--- config.mk ---
export PLATFORM = sky130hd
export DESIGN_NAME = dma_chan_seq
export DESIGN_NICKNAME = d
export VERILOG_FILES = /design/src/rtl/dma_seq_pkg.sv /design/src/rtl/dma_cfg_decode.sv /design/src/rtl/dma_xfer_ctr.sv /design/src/rtl/dma_chan_seq.sv
export SDC_FILE = /design/constraint.sdc
export NUM_CORES = 1
export LEC_CHECK = 0
export ABC_AREA = 1
export CELL_PAD_IN_SITES_DETAIL_PLACEMENT = 1
export CELL_PAD_IN_SITES_GLOBAL_PLACEMENT = 1
export CORE_UTILIZATION = 46
export CTS_CLUSTER_SIZE = 30
export DETAILED_ROUTE_END_ITERATION = 7
export DONT_BUFFER_PORTS = 1
export GPL_ROUTABILITY_DRIVEN = 1
export GPL_TIMING_DRIVEN = 0
export PLACE_DENSITY = 0.77
export SETUP_SLACK_MARGIN = 0.5
export SKIP_CTS_REPAIR_TIMING = 1
export SLEW_MARGIN = 20
export SYNTH_ARGS = -nofsm -noshare
export SYNTH_HDL_FRONTEND = slang
export SYNTH_SLANG_ARGS = --single-unit
--- constraint.sdc ---
create_clock -name clk -period 2 [get_ports clk]
set_input_delay 0.3 -clock clk [delete_from_list [all_inputs] [get_ports clk]]
set_output_delay 0.3 -clock clk [all_outputs]
set_load 0.005 [all_outputs]
--- src/rtl/dma_seq_pkg.sv ---
package dma_seq_pkg;

    localparam int MODE_W = 3;

    localparam logic [MODE_W-1:0] MD_STOP  = 3'd0;
    localparam logic [MODE_W-1:0] MD_BASIC = 3'd1;
    localparam logic [MODE_W-1:0] MD_AUTO  = 3'd2;
    localparam logic [MODE_W-1:0] MD_PPONG = 3'd3;

    typedef enum logic [2:0] {
        S_IDLE  = 3'd0,
        S_LOAD  = 3'd1,
        S_WBACK = 3'd2,
        S_ARB   = 3'd3,
        S_XFER  = 3'd4,
        S_FIN   = 3'd5,
        S_ERR   = 3'd6
    } seq_state_t;

endpackage

--- src/rtl/dma_cfg_decode.sv ---
module dma_cfg_decode
    import dma_seq_pkg::*;
#(
    parameter  int CNT_W  = 10,
    parameter  int REXP_W = 4,
    localparam int CFG_W  = MODE_W + 1 + CNT_W + REXP_W
) (
    input  logic [CFG_W-1:0]  cfg,
    output logic [MODE_W-1:0] mode,
    output logic              is_stop,
    output logic              is_run,
    output logic [CNT_W:0]    total,
    output logic [CNT_W:0]    blen
);

    localparam int CNT_LO  = MODE_W + 1;
    localparam int REXP_LO = CNT_LO + CNT_W;

    logic [CNT_W-1:0]  nm1;
    logic [REXP_W-1:0] rexp;
    logic [CNT_W:0]    pow_tab [CNT_W+1];

    assign mode = cfg[MODE_W-1:0];
    assign nm1  = cfg[CNT_LO +: CNT_W];
    assign rexp = cfg[REXP_LO +: REXP_W];

    // power-of-two burst sizes, one entry per exponent up to the count cap
    for (genvar g = 0; g <= CNT_W; g++) begin : g_pow
        assign pow_tab[g] = (CNT_W+1)'(1) << g;
    end

    always_comb begin
        is_stop = (mode == MD_STOP);
        is_run  = (mode == MD_BASIC) || (mode == MD_AUTO) || (mode == MD_PPONG);
        total   = {1'b0, nm1} + (CNT_W+1)'(1);
        blen    = pow_tab[CNT_W];
        for (int i = 0; i < CNT_W; i++) begin
            if (rexp == REXP_W'(i)) blen = pow_tab[i];
        end
    end

endmodule

--- src/rtl/dma_xfer_ctr.sv ---
module dma_xfer_ctr #(
    parameter int CNT_W = 10
) (
    input  logic           clk,
    input  logic           rst_n,
    input  logic           load,
    input  logic [CNT_W:0] total,
    input  logic [CNT_W:0] blen,
    input  logic           burst_clr,
    input  logic           step,
    output logic [CNT_W:0] rem,
    output logic           last,
    output logic           burst_end
);

    logic [CNT_W:0] rem_q;
    logic [CNT_W:0] blen_q;
    logic [CNT_W:0] bcnt_q;

    always_ff @(posedge clk or negedge rst_n) begin
        if (!rst_n) begin
            rem_q  <= '0;
            blen_q <= '0;
            bcnt_q <= '0;
        end else if (load) begin
            rem_q  <= total;
            blen_q <= blen;
            bcnt_q <= '0;
        end else if (burst_clr) begin
            bcnt_q <= '0;
        end else if (step) begin
            rem_q  <= rem_q - (CNT_W+1)'(1);
            bcnt_q <= bcnt_q + (CNT_W+1)'(1);
        end
    end

    assign rem       = rem_q;
    assign last      = (rem_q == (CNT_W+1)'(1));
    assign burst_end = ((bcnt_q + (CNT_W+1)'(1)) == blen_q);

endmodule

--- src/rtl/dma_chan_seq.sv ---
module dma_chan_seq
    import dma_seq_pkg::*;
#(
    parameter  int CNT_W  = 10,
    parameter  int REXP_W = 4,
    localparam int CFG_W  = MODE_W + 1 + CNT_W + REXP_W
) (
    input  logic             clk,
    input  logic             rst_n,
    input  logic             req,
    output logic             arb_req,
    input  logic             arb_gnt,
    output logic             desc_sel,
    output logic             desc_rd,
    input  logic [CFG_W-1:0] desc_rdata,
    output logic             desc_wr,
    output logic [CFG_W-1:0] desc_wdata,
    output logic             xfer_stb,
    input  logic             xfer_ack,
    output logic             done,
    output logic             err
);

    localparam int CNT_LO = MODE_W + 1;

    seq_state_t        state_q, state_d;
    logic              sel_q, pend_q, err_q;
    logic [CFG_W-1:0]  word_q;
    logic [MODE_W-1:0] dec_mode;
    logic              dec_stop, dec_run;
    logic [CNT_W:0]    dec_total, dec_blen;
    logic [CNT_W:0]    rem;
    logic              last, burst_end;
    logic              want_bus, take_gnt, take_ack;
    logic [CNT_W-1:0]  rem_field;

    dma_cfg_decode #(.CNT_W(CNT_W), .REXP_W(REXP_W)) u_dec (
        .cfg     (desc_rdata),
        .mode    (dec_mode),
        .is_stop (dec_stop),
        .is_run  (dec_run),
        .total   (dec_total),
        .blen    (dec_blen)
    );

    assign want_bus = pend_q || (word_q[MODE_W-1:0] == MD_AUTO);
    assign take_gnt = (state_q == S_ARB) && want_bus && arb_gnt;
    assign take_ack = (state_q == S_XFER) && xfer_ack;

    dma_xfer_ctr #(.CNT_W(CNT_W)) u_ctr (
        .clk       (clk),
        .rst_n     (rst_n),
        .load      (state_q == S_LOAD),
        .total     (dec_total),
        .blen      (dec_blen),
        .burst_clr (take_gnt),
        .step      (take_ack),
        .rem       (rem),
        .last      (last),
        .burst_end (burst_end)
    );

    assign rem_field = CNT_W'(rem - (CNT_W+1)'(1));

    // state register
    always_ff @(posedge clk or negedge rst_n) begin
        if (!rst_n) state_q <= S_IDLE;
        else        state_q <= state_d;
    end

    // next-state logic
    always_comb begin
        state_d = state_q;
        unique case (state_q)
            S_IDLE:  if (pend_q) state_d = S_LOAD;
            S_LOAD: begin
                if (dec_stop)      state_d = S_IDLE;
                else if (!dec_run) state_d = S_ERR;
                else               state_d = S_WBACK;
            end
            S_WBACK: state_d = S_ARB;
            S_ARB:   if (take_gnt) state_d = S_XFER;
            S_XFER: begin
                if (take_ack) begin
                    if (last)           state_d = S_FIN;
                    else if (burst_end) state_d = S_WBACK;
                end
            end
            S_FIN: begin
                if (word_q[MODE_W-1:0] == MD_PPONG) state_d = S_LOAD;
                else                                state_d = S_IDLE;
            end
            S_ERR:   state_d = S_ERR;
            default: state_d = S_IDLE;
        endcase
    end

    // channel bookkeeping registers
    always_ff @(posedge clk or negedge rst_n) begin
        if (!rst_n) begin
            sel_q  <= 1'b0;
            pend_q <= 1'b0;
            err_q  <= 1'b0;
            word_q <= '0;
        end else begin
            if (req)
                pend_q <= 1'b1;
            else if (take_gnt || (state_q == S_LOAD && dec_stop))
                pend_q <= 1'b0;

            if (state_q == S_LOAD) begin
                word_q <= desc_rdata;
                if (dec_stop) sel_q <= 1'b0;
                if (!dec_stop && !dec_run) err_q <= 1'b1;
            end

            if (state_q == S_FIN) begin
                if (word_q[MODE_W-1:0] == MD_PPONG) sel_q <= ~sel_q;
                else                                sel_q <= 1'b0;
            end
        end
    end

    // outputs
    always_comb begin
        arb_req    = 1'b0;
        desc_rd    = 1'b0;
        desc_wr    = 1'b0;
        desc_wdata = word_q;
        xfer_stb   = 1'b0;
        done       = 1'b0;
        unique case (state_q)
            S_LOAD:  desc_rd = 1'b1;
            S_WBACK: begin
                desc_wr = 1'b1;
                desc_wdata[CNT_LO +: CNT_W] = rem_field;
            end
            S_ARB:   arb_req = want_bus;
            S_XFER:  xfer_stb = 1'b1;
            S_FIN: begin
                desc_wr = 1'b1;
                done    = 1'b1;
                desc_wdata[CNT_LO +: CNT_W] = '0;
                desc_wdata[MODE_W-1:0]      = MD_STOP;
            end
            default: ;
        endcase
    end

    assign desc_sel = sel_q;
    assign err      = err_q;

endmodule

==> metrics <==
Die H=88.90 um; RSZ-0062 raised after global routing=yes; Synth Net Count=500; Residual DRC=0; Tmin final=2.185 ns; DIE WIDTH=88.90 um; CP required=2.25 ns; fin worst setup slack=-0.1846 ns; capture instance of the worst register-to-register path=state_q[2]; nets@finish=557; CP Max Fanout=5; setup TNS=-0.8092 ns; Detailed Route Iter0 Violations=421; Final Wtd Congestion=0.8270; Cell Count, Final, Fillers Out=634; period utilization=109.2%; worst reg2reg setup slack=-0.18 ns; Crit path largest cell delay=0.46 ns; Synth Area per Inst=7.343 sq um; Syn-to-layout area delta=48.09%; Seq cells post-synth=57; first-pass GRT wire length=16.53 mm; register area=0.001435 sq mm; Slew HR=72.45%; Fmax=457.7 MHz; count leader, synth=nand2_1; part of the Yosys area used for sequential elements=41.07%; final wirelength=17.89 mm; Post-synth EDFFs=0; initial antenna violation count=0; clk root buf=clkbuf_8; vias in the first global route=3364; largest net degree at the start of global routing=58; clk_lat worst skew=0.37 ns; initial core utilization=47.63%; area of the multi-input gates=0.002401 sq mm; Commonest cells post-synth=nand2_1, inv_1, dfrtp_1, nand3_1, o21ai_0; DR WL/cell=28.22 um; final-report hold violation count=57; layout cells sized above 1=41.87%; final core utilization=70.54%; FF-to-FF path depth=11; worst-margin pin slew=0.4103 ns; max_cap viols=0; Power Total=0.008736 W; VDD IR max=0.8772 mV; antenna viol nets, final=0; fillcell total=807; DRT Pass-1 Iters=7; Syn Inst Count=473; Final setup viols=14; FF-to-FF Start=u_ctr.bcnt_q[6]; Slew Viols, Final=0; Post-Synthesis Cell Area=0.003473 sq mm; async set or reset register ratio after synthesis=100.0%; Yosys cell types=40; via count=4154; post-DP HPWL=7.758 mm; Yosys top cell area share=41.07%; Hold Slack=-0.3854 ns; Max Buffers Root-to-Sink=2; Worst-path clk slew=0.09 ns; power density cells=1698 mW/mm^2; grt ovf=0; DR vias/cell=6.552; Die Footprint=0.007902 sq mm; # H-tree levels=3; Synth area leaders=dfrtp_1, nand2_1, nand3_1; status=complete, but fails checks; gr usage total=28.53%; I/O pin count=48; failing checks=negative hold slack, negative setup slack; WP data arrival=2.43 ns; slowest cell on the critical path=dfrtp_1; type of origin of the critical path=register; largest area contributor in the netlist=dfrtp_1; WS Path Type=reg -> reg; CTS tree=done; CP most frequent cell=nand2_1; # port buffers=0; Setup Skew=0.01812 ns; dpl cells=572; Hold Crit Class=in -> async; critical path, cell by cell=nand2_1 -> nor2_1 -> nand3_1 -> nand3_1 -> nand2_1 -> inv_1 -> nand3_1 -> o21bai_4 -> nand2_1 -> nand2_1 -> nand2_1; Core ar.=0.007292 sq mm; ys flop type=dfrtp_1; clk sinks=57; Lkg Pwr=2.261 nW; CP endpoint kind=register; row count=31; Syn. warnings=0; TritonCTS buffer count=9; Ant. Diodes=0
==> worst max-delay path: cells and delay by family, from the launching register on <==
| family | cells | cell delay [ns] |
|---|---|---|
| buffers and inverters | 1 | 0.07 |
| and+or+nand+nor | 9 | 1.28 |
| AOI/OAI and AO/OA | 1 | 0.26 |
| DFF | 1 | 0.46 |
==> placed cells by master (no fill, tap or decap), types with 14 or more instances in the layout <==
master   synthesis  routed
nand2_1        112      83
nand3_1         57      41
inv_1           58      48
buf_6            0      14
dfrtp_1         57      50
buf_4            6      26
o21ai_1          2      14
nand2_2          4      18
o21ai_0         50      17
o21ai_2          0      20
nor2_1          28      17
nand3_2          3      15
==> registers in the layout, indices dropped and copies added (netlist names) <==
signal,count
u_ctr.bcnt_q,11
pend_q,1
state_q,3
u_ctr.rem,11
err,1
desc_sel,1
u_ctr.blen_q,11
word_q,18
==> report_power, final <==
group / total (W) / switching, W / internal [W]
Sequential: 0.00217 / 0.000568 / 0.00160
Clock: 0.00108 / 0.000565 / 0.000514
Combinational: 0.00549 / 0.00322 / 0.00227
Total: 0.00874 / 0.00435 / 0.00439
==> kinds of logic (layout without fill, tap and decap cells) <==
kind of cell	Yosys count	count (layout)	synth area share (%)
compound gates	82	82	13.47
buf+inv	82	142	9.618
simple gates	236	238	31.38
xor+xnor	12	12	3.026
flops	57	57	41.07
fa+ha+maj	4	4	1.441
==> final cells by class <==
| type | count | area share, % |
|---|---|---|
| Timing Repair Buffer | 44 | 10.07 |
| Multi-Input combinational cell | 336 | 46.68 |
| Clock inverter | 3 | 0.2919 |
| Clock buffer | 13 | 3.089 |
| Sequential cell | 57 | 27.90 |
| Tap cell | 99 | 2.408 |
| Buffer | 16 | 4.038 |
| Inverter | 66 | 5.522 |
==> stage by stage <==
step | hold WS, ns | instance area (sq um) | setup WS (ns)
global placement | 0.005764 | 3623 | 0.1198
floorplan | 0.004409 | 3500 | 0.3751
finish | -0.3854 | 5144 | -0.1846
CTS | -0.3627 | 3797 | -0.2994
global route | -0.3777 | 5144 | -0.2409
detailed placement | 0.005696 | 3623 | 0.04357
==> how the worst max path moves through the flow <==
stage | startpoint | endpoint | slack (ns) | cells past startpoint
after floorplan | u_ctr.bcnt_q[0] | state_q[2] | 0.38 | 12
after global placement | u_ctr.bcnt_q[0] | state_q[2] | 0.12 | 12
after detailed placement | state_q[0] | word_q[16] | 0.04 | 8
after CTS | state_q[1] | desc_wdata[9] | -0.30 | 5
after global routing | u_ctr.bcnt_q[6] | state_q[2] | -0.24 | 11
final | u_ctr.bcnt_q[6] | state_q[2] | -0.18 | 11
==> layer usage <==
metal	global-route usage (%)	vias to the layer above	part of all wire, %
met4	9.091	0	7.1
met1	37.06	2046	36
li1	-	1682	-
met3	6.371	121	8.9
met5	0	-	0
met2	47.48	305	48
Note: power is estimated with default switching activity, not from simulation.
